==> src/rtl/ptw_pkg.sv <==
package ptw_pkg;
  typedef enum logic [1:0] {
    ET_NEXT = 2'b00,
    ET_VPTR = 2'b01,
    ET_UNIF = 2'b10,
    ET_MINI = 2'b11
  } ent_type_e;

  typedef enum logic [1:0] {
    ST_OK    = 2'd0,
    ST_UNSUP = 2'd1,
    ST_BAD   = 2'd2
  } walk_status_e;

  typedef enum logic [1:0] {
    ACT_DESCEND = 2'd0,
    ACT_VECTOR  = 2'd1,
    ACT_FINISH  = 2'd2
  } walk_act_e;

  typedef enum logic [1:0] {
    LV_ROOT = 2'd0,
    LV_MID  = 2'd1,
    LV_LEAF = 2'd2,
    LV_VEC  = 2'd3
  } walk_level_e;

  typedef enum logic [1:0] {
    FSM_IDLE  = 2'd0,
    FSM_ISSUE = 2'd1,
    FSM_WAIT  = 2'd2
  } walk_fsm_e;
endpackage

==> src/rtl/ptw_addr.sv <==
module ptw_addr #(
  parameter int L0_W = 10,
  parameter int L1_W = 10,
  parameter int L2_W = 6,
  parameter int SL_W = 4,
  parameter int AW   = 32
) (
  input  logic [AW-1:0] base,
  input  logic [AW-1:0] vaddr,
  input  logic [1:0]    level,
  output logic [AW-1:0] ent_addr
);
  localparam int L2_LSB = 2 + SL_W;
  localparam int L1_LSB = L2_LSB + L2_W;
  localparam int L0_LSB = L1_LSB + L1_W;

  logic [AW-1:0] idx;

  always_comb begin
    idx = '0;
    case (level)
      2'd0:    idx[L0_W-1:0] = vaddr[L0_LSB +: L0_W];
      2'd1:    idx[L1_W-1:0] = vaddr[L1_LSB +: L1_W];
      2'd2:    idx[L2_W-1:0] = vaddr[L2_LSB +: L2_W];
      default: idx = '0;
    endcase
    ent_addr = {base[AW-1:2], 2'b00} + {idx[AW-3:0], 2'b00};
  end
endmodule

==> src/rtl/ptw_slot.sv <==
module ptw_slot #(
  parameter int SL_W = 4
) (
  input  logic [(2<<SL_W)-1:0] vec,
  input  logic [SL_W-1:0]      sel,
  output logic [1:0]           perm
);
  localparam int NSLOT = 1 << SL_W;

  logic [1:0] slots [NSLOT];

  for (genvar k = 0; k < NSLOT; k++) begin : g_slot
    assign slots[k] = vec[2*k +: 2];
  end

  assign perm = slots[sel];
endmodule

==> src/rtl/ptw_decode.sv <==
module ptw_decode
  import ptw_pkg::*;
(
  input  logic [3:0]   ent_lo,
  input  logic [1:0]   level,
  input  logic [1:0]   slot_perm,
  output walk_act_e    act,
  output logic [1:0]   perm,
  output walk_status_e status
);
  always_comb begin
    act    = ACT_FINISH;
    perm   = 2'b00;
    status = ST_OK;
    if (level == LV_VEC) begin
      perm = slot_perm;
    end else begin
      case (ent_type_e'(ent_lo[1:0]))
        ET_NEXT: begin
          if (level != LV_LEAF) act = ACT_DESCEND;
          else                  status = ST_BAD;
        end
        ET_VPTR: begin
          if (level == LV_LEAF) act = ACT_VECTOR;
          else                  status = ST_BAD;
        end
        ET_UNIF: perm = ent_lo[3:2];
        default: status = ST_UNSUP;
      endcase
    end
  end
endmodule

==> src/rtl/ptw_walker.sv <==
module ptw_walker
  import ptw_pkg::*;
#(
  parameter int L0_W = 10,
  parameter int L1_W = 10,
  parameter int L2_W = 6,
  parameter int SL_W = 4,
  localparam int AW  = L0_W + L1_W + L2_W + SL_W + 2,
  localparam int DW  = 2 << SL_W
) (
  input  logic          clk,
  input  logic          rst_n,
  input  logic [AW-1:0] root_base,
  input  logic          req_valid,
  output logic          req_ready,
  input  logic [AW-1:0] req_addr,
  output logic          mem_req_valid,
  input  logic          mem_req_ready,
  output logic [AW-1:0] mem_req_addr,
  input  logic          mem_rsp_valid,
  input  logic [DW-1:0] mem_rsp_data,
  output logic          done,
  output logic [1:0]    res_perm,
  output logic [1:0]    res_size,
  output logic [1:0]    res_status
);
  walk_fsm_e     state_q;
  logic [1:0]    lvl_q;
  logic [AW-1:0] va_q;
  logic [AW-1:0] maddr_q;
  logic          done_q;
  logic [1:0]    perm_q, size_q, stat_q;

  logic          idle;
  logic [AW-1:0] ptr;
  logic [AW-1:0] gen_base, gen_va, gen_addr;
  logic [1:0]    gen_lvl, nxt_lvl;
  logic [1:0]    slot_perm, dec_perm;
  walk_act_e     dec_act;
  walk_status_e  dec_stat;

  assign idle = (state_q == FSM_IDLE);
  assign ptr  = AW'({mem_rsp_data[DW-1:2], 2'b00});

  assign nxt_lvl  = (dec_act == ACT_VECTOR) ? 2'(LV_VEC) : 2'(lvl_q + 2'd1);
  assign gen_base = idle ? root_base : ptr;
  assign gen_va   = idle ? req_addr  : va_q;
  assign gen_lvl  = idle ? 2'(LV_ROOT) : nxt_lvl;

  ptw_addr #(.L0_W(L0_W), .L1_W(L1_W), .L2_W(L2_W), .SL_W(SL_W), .AW(AW)) u_addr (
    .base     (gen_base),
    .vaddr    (gen_va),
    .level    (gen_lvl),
    .ent_addr (gen_addr)
  );

  ptw_slot #(.SL_W(SL_W)) u_slot (
    .vec  (mem_rsp_data),
    .sel  (va_q[2 +: SL_W]),
    .perm (slot_perm)
  );

  ptw_decode u_dec (
    .ent_lo    (mem_rsp_data[3:0]),
    .level     (lvl_q),
    .slot_perm (slot_perm),
    .act       (dec_act),
    .perm      (dec_perm),
    .status    (dec_stat)
  );

  always_ff @(posedge clk) begin
    if (!rst_n) begin
      state_q <= FSM_IDLE;
      lvl_q   <= '0;
      va_q    <= '0;
      maddr_q <= '0;
      done_q  <= 1'b0;
      perm_q  <= '0;
      size_q  <= '0;
      stat_q  <= '0;
    end else begin
      done_q <= 1'b0;
      case (state_q)
        FSM_IDLE: begin
          if (req_valid) begin
            va_q    <= req_addr;
            maddr_q <= gen_addr;
            lvl_q   <= 2'(LV_ROOT);
            state_q <= FSM_ISSUE;
          end
        end
        FSM_ISSUE: begin
          if (mem_req_ready) state_q <= FSM_WAIT;
        end
        FSM_WAIT: begin
          if (mem_rsp_valid) begin
            if (dec_act == ACT_FINISH) begin
              done_q  <= 1'b1;
              perm_q  <= dec_perm;
              stat_q  <= 2'(dec_stat);
              size_q  <= 2'd3 - lvl_q;
              state_q <= FSM_IDLE;
            end else begin
              maddr_q <= gen_addr;
              lvl_q   <= nxt_lvl;
              state_q <= FSM_ISSUE;
            end
          end
        end
        default: state_q <= FSM_IDLE;
      endcase
    end
  end

  assign req_ready     = idle;
  assign mem_req_valid = (state_q == FSM_ISSUE);
  assign mem_req_addr  = maddr_q;
  assign done          = done_q;
  assign res_perm      = perm_q;
  assign res_size      = size_q;
  assign res_status    = stat_q;
endmodule

==> config.mk <==
export PLATFORM = sky130hd
export DESIGN_NAME = ptw_walker
export DESIGN_NICKNAME = d
export VERILOG_FILES = /design/src/rtl/ptw_pkg.sv /design/src/rtl/ptw_addr.sv /design/src/rtl/ptw_slot.sv /design/src/rtl/ptw_decode.sv /design/src/rtl/ptw_walker.sv
export SDC_FILE = /design/constraint.sdc
export NUM_CORES = 1
export LEC_CHECK = 0
export ABC_AREA = 1
export BUFFER_PORTS_ARGS = -buffer_cell sky130_fd_sc_hd__buf_4
export CORE_MARGIN = 2
export CORE_UTILIZATION = 59
export DETAILED_ROUTE_END_ITERATION = 12
export HOLD_SLACK_MARGIN = 0.12
export PLACE_DENSITY = 0.94
export SLEW_MARGIN = 20
export SYNTH_ARGS = -nofsm -noshare
export SYNTH_HDL_FRONTEND = slang
export SYNTH_HIERARCHICAL = 1
export SYNTH_SLANG_ARGS = --single-unit
==> constraint.sdc <==
create_clock -name clk -period 6.4 [get_ports clk]
set_clock_uncertainty 0.2 [all_clocks]
set_input_delay 1.28 -clock clk [delete_from_list [all_inputs] [get_ports clk]]
set_output_delay 1.28 -clock clk [all_outputs]
set_load 0.02 [all_outputs]
== Word-level counts from Yosys, hierarchy flattened ==
Index checks and enable logic that the tools add are counted.

* Reduce and logical (&&, ||, !) cells: 9
* Muxes and demuxes: 32
* Eq/ne operators: 15
* Add/subtract/negate cells: 3
* Order comparisons: 1
* Bitwise gates (word level): 1

{| class="wikitable"
|+ Operator list
! operator !! count
|-
| $mux 32 || 5
|-
| $pmux 32 s2 || 1
|-
| $mux 2 || 17
|-
| $add 32x12->32 || 1
|-
| $pmux 6 s3 || 1
|-
| $eq 2x2->1 const B || 6
|-
| $pmux 2 s3 || 2
|-
| $reduce_and 3->1 || 3
|-
| $bmux 2 s4 || 1
|-
| $eq 2x1->1 const B || 4
|-
| $ne 2x2->1 const B || 4
|-
| $pmux 2 s2 || 2
|-
| $pmux 4 s2 || 1
|-
| $logic_not 2->1 || 3
|-
| $ge 5x5->1 const B || 1
|-
| $not 4->5 || 1
|-
| $reduce_and 4->1 || 1
|-
| $add 2x1->2 const B || 1
|-
| $mux 1 || 2
|-
| $ne 2x1->1 const B || 1
|-
| $reduce_and 2->1 || 1
|-
| $reduce_bool 2->1 || 1
|-
| $sub 2x2->2 const A || 1
|}

* Flip-flop bits (word level): 75
* Bits of input ports: 101
* Output and inout bits: 41
* Word-level logic and storage cells: 69

== Logic depth before layout (Yosys ltp) ==
* Depth in word-level cells: 13
* Gate-level depth with buffers: 28
* Gate-level depth less buffers: 28

== Cells and area by module ==
The synthesis kept the hierarchy.

{| class="wikitable"
|+ By module, submodules not included
! module !! area each (um2) !! instances !! cells an instance !! seq. area each (um2)
|-
| ptw_walker || 3618.5 || 1 || 559 || 1501.4
|-
| ptw_addr || 1511.4 || 1 || 304 || 0.0
|-
| ptw_slot || 420.4 || 1 || 98 || 0.0
|-
| ptw_decode || 100.1 || 1 || 25 || 0.0
|}

== Least setup slack after synthesis ==
Ideal clock, no wire load.

* Kind: input-to-reg
* Start point: input port mem_rsp_data[0]
* End point: register maddr_q[30], in the netlist mem_req_addr[30]
* Slack: 2.191 ns
* Cell stages on the path: 26
* Library setup time: 0.113 ns
* Arrival time: 3.896 ns
* Buffers on the path: 0
* Path through: inv_1 nand2_1 nand2_1 nand2_1 nand2_1 inv_1 nand2_1 a21oi_1 inv_1 nor2_1 nand2_1 nand3_1 ha_1 inv_1 fa_1 inv_1 nand3_1 nand3_1 nand3_1 nand3_2 nand2_1 nand2_1 nand2_1 nand3b_1 nand2_1 nor2_1

* Word-level cells in the longest chain between the ends: 12
* Elaborated cells on any way between the ends: 20
* Classes of those cells: 1 x add/sub; 6 x eq/ne; 10 x mux; 3 x reduce/logical

{| class="wikitable"
|+ RTL lines
! item !! RTL line !! text
|-
| from (decl) || ptw_walker.sv:21 || <nowiki>input logic [DW-1:0] mem_rsp_data,</nowiki>
|-
| $eq 2x1->1 or $logic_not 2->1 (tied branches) || ptw_decode.sv:18 || <nowiki>case (ent_type_e'(ent_lo[1:0]))</nowiki>
|-
| $pmux 2 s2 * || ptw_decode.sv:18 ||
|-
| $mux 2 * || ptw_decode.sv:15 || <nowiki>if (level == LV_VEC) begin</nowiki>
|-
| net dec_act[1] || ptw_walker.sv:39 || <nowiki>walk_act_e dec_act;</nowiki>
|-
| $eq 2x1->1 * || ptw_walker.sv:45 || <nowiki>assign nxt_lvl = (dec_act == ACT_VECTOR) ? 2'(LV_VEC) : 2'(lvl_q + 2'd1);</nowiki>
|-
| $mux 2 * || ptw_walker.sv:45 ||
|-
| $mux 2 * || ptw_walker.sv:48 || <nowiki>assign gen_lvl = idle ? 2'(LV_ROOT) : nxt_lvl;</nowiki>
|-
| net gen_lvl[0] || ptw_walker.sv:37 || <nowiki>logic [1:0] gen_lvl, nxt_lvl;</nowiki>
|-
| $eq 2x2->1, or another cell as far along || ptw_addr.sv:21 || <nowiki>case (level)</nowiki>
|-
| $pmux 6 s3 or $pmux 4 s2 (tied branches) || ptw_addr.sv:21 ||
|-
| $add 32x12->32 * || ptw_addr.sv:27 || <nowiki>ent_addr = {base[AW-1:2], 2'b00} + {idx[AW-3:0], 2'b00};</nowiki>
|-
| net gen_addr[30] || ptw_walker.sv:36 || <nowiki>logic [AW-1:0] gen_base, gen_va, gen_addr;</nowiki>
|-
| $mux 32 || ptw_walker.sv:98 || <nowiki>if (dec_act == ACT_FINISH) begin</nowiki>
|-
| $mux 32 || ptw_walker.sv:97 || <nowiki>if (mem_rsp_valid) begin</nowiki>
|-
| $pmux 32 s2 * || ptw_walker.sv:84 || <nowiki>case (state_q)</nowiki>
|-
| to (signal assigned) || ptw_walker.sv:88 || <nowiki>maddr_q <= gen_addr;</nowiki>
|-
| to (signal assigned) || ptw_walker.sv:105 || <nowiki>maddr_q <= gen_addr;</nowiki>
|-
| to (decl) || ptw_walker.sv:30 || <nowiki>logic [AW-1:0] maddr_q;</nowiki>
|}

The timed path passes the listed nets; every way through them passes the cells marked *. The select of a mux whose other input is x is not followed.
A chain may end at the register's enable or synchronous reset.

== Worst setup path in the final report ==
* Start point: input port mem_rsp_data[0]
* End point: register maddr_q[18], in the netlist mem_req_addr[18]

Same word-level chain as after synthesis.

==> impl_metrics.ini <==
[power_and_ir_drop]
fin_total_pwr_mw = 2.09
p_sw_share_pct = 42.2
power.switching_mw = 0.881
power_density_mw_per_mm2 = 308
cell_internal_pwr_mw = 1.20
p_clk_share_pct = 22.8
irDropWorstVdd_v = 0.000160
comb_power_share_pct = 49.3
p_leak_nw = 3.66
seq_power_share_pct = 27.9

[worst_hold_path]
hold_class = flop to flop

[floorplan]
rows = 35
die_area_mm2 = 0.0101
core_area_mm2 = 0.00915
die_h_um = 101
start_util_pct = 60.3
ios = 142
die_w_um = 101

[critical_path]
crit_required_ns = 6.47
endpoint_kind = flop
crit_type = input pin to flop
critPathMaxFanout = 10
critPathLaunchType = input pin
max_stage_delay_ns = 0.57
arrival_ns = 4.80
slowest_stage = nor2_1
crit_top_cell = nand2_1

[global_route]
grt_pass1_vias = 5734
track_usage_pct = 32.8
grt_overflow = 0
antenna_found_initial = 0
grt_first_pass_wirelength_um = 26500
grt_max_degree = 71

[sta]
setup_viol = 0
finalCriticalPeriod_ns = 4.73
rsz0062_at_grt = false
tightest_slew_ns = 0.890
max_freq_mhz = 211
relSlewSlack_pct = 40.5
fin_setup_tns_ns = 0
post-route-period-util_pct = 74.0
hold_violations = 0
slew_violations = 0

[clock_network]
cts_buffer_depth = 2
cts-resized-gates = 0
cts_root_buffer = clkbuf_8
clock_latency_ns = 0.37
cts.htree.levels = 3
clock_sinks = 73
holdBufCountCts = 0
clk_pin_slew_ns = 0.08
cts_setup_buffers = 0
cts_inserted_buffers = 9
cts_tree = yes

[final_layout]
drive_gt1_share_pct = 17.6
seqCellArea_mm2 = 0.00146
multi_input_area_mm2 = 0.00339
final.fill_count = 790
layout.nets = 1183
synthToLayoutAreaGrowth_pct = 22.6
fin_cells = 1187
diodes = 0

[drt]
wire_per_inst_um = 13.8
drc = 0
dr.pass1.iters = 8
drt-vias-per-instance = 5.35
routed_wl_um = 16400
dr_total_vias = 6349
drt-initial-drc-count = 514
ant_nets = 0

[synthesis]
synth_warnings = 6
postSynthAreaPerCell_um2 = 5.73
synthCells = 962
synth_area_mm2 = 0.00552

[run]
drv_cap = 0

[placed_design]
dp.cells = 1171
portBuffers = 137
gp_congestion = 0.960
detailed_place_hpwl_um = 12100

[status]
status = finished, final reports clean
critical path, delay by kind of cell:
| family | cells | cell delay [ns] |
|---|---|---|
| buf+inv | 6 | 0.47 |
| simple gates | 18 | 2.20 |
| compound gates | 1 | 0.22 |
| fa+ha+maj | 2 | 0.63 |
flip-flops by register name (all words and copies together), names as in the netlist:
| signal | cells |
|---|---|
| mem_req_addr | 32 |
| va_q | 30 |
| lvl_q | 2 |
| res_perm | 2 |
| res_size | 2 |
| res_status | 2 |
| state_q | 2 |
| done | 1 |
layer usage:
| layer | vias to the layer above | part of all wire, % | global-route usage [%] |
|---|---|---|---|
| li1 | 3198 | - | - |
| met5 | - | 0 | 0 |
| met2 | 331 | 45 | 52.3 |
| met1 | 2773 | 43 | 43.8 |
| met3 | 47 | 8.7 | 5.89 |
| met4 | 0 | 3.2 | 13.2 |
power by group through the flow:
stage          logic [mW]  clock network [mW]  registers [mW]
4_1_cts              1.01               0.480           0.581
5_1_grt              1.14               0.499           0.590
3_5_place_dp         1.01                   0           0.592
6_report             1.03               0.475           0.581
2_1_floorplan       0.656                   0           0.643
3_3_place_gp        0.990                   0           0.587
through the flow:
| stage | hold slack (ns) | area, um2 | setup slack (ns) | util (%) |
|---|---|---|---|---|
| after floorplan | 0.220 | 5520 | 2.19 | - |
| after global placement | 0.234 | 6500 | 1.49 | 71.0 |
| after detailed placement | 0.241 | 6500 | 1.38 | 71.0 |
| after CTS | 0.252 | 6760 | 1.73 | 73.9 |
| after global routing | 0.275 | 6760 | 1.35 | 73.9 |
| final | 0.249 | 6760 | 1.67 | 73.9 |
layout by cell type, fill, tap and decap left out, drive strengths merged:
cell type / instances
a21oi: 38
nand3: 60
nor2: 118
clkbuf: 12
a211oi: 1
nand2: 357
inv: 124
nand4: 9
bufinv: 3
o21ai: 64
a21boi: 1
a22o: 4
nand3b: 39
clkinvlp: 1
xnor2: 1
nor3: 7
conb: 2
fa: 1
buf: 139
xor2: 11
dfxtp: 73
ha: 10
and2: 1
path summary, 6_finish.rpt:
kind	startpoint	to	slack (ns)	cells after the start
worst max-delay path	mem_rsp_data[0]	mem_req_addr[18]$_SDFFE_PN0P_	1.67	27
worst min-delay path	va_q[28]$_SDFFE_PN0P_	va_q[28]$_SDFFE_PN0P_	0.25	2
worst min register to register	va_q[28]$_SDFFE_PN0P_	va_q[28]$_SDFFE_PN0P_	0.25	2
worst max register to register	state_q[1]$_SDFFE_PN0P_	mem_req_addr[18]$_SDFFE_PN0P_	2.17	19
final cells by class:
cell class	count	share of cell area [%]
Multi-Input combinational cell	724	50.1
Clock buffer	12	2.44
Tap cell	111	2.05
Clock inverter	4	1.44
Timing Repair Buffer	139	15.4
Sequential cell	73	21.6
Inverter	124	6.92
No activity file was read; power rests on OpenSTA's default activity.
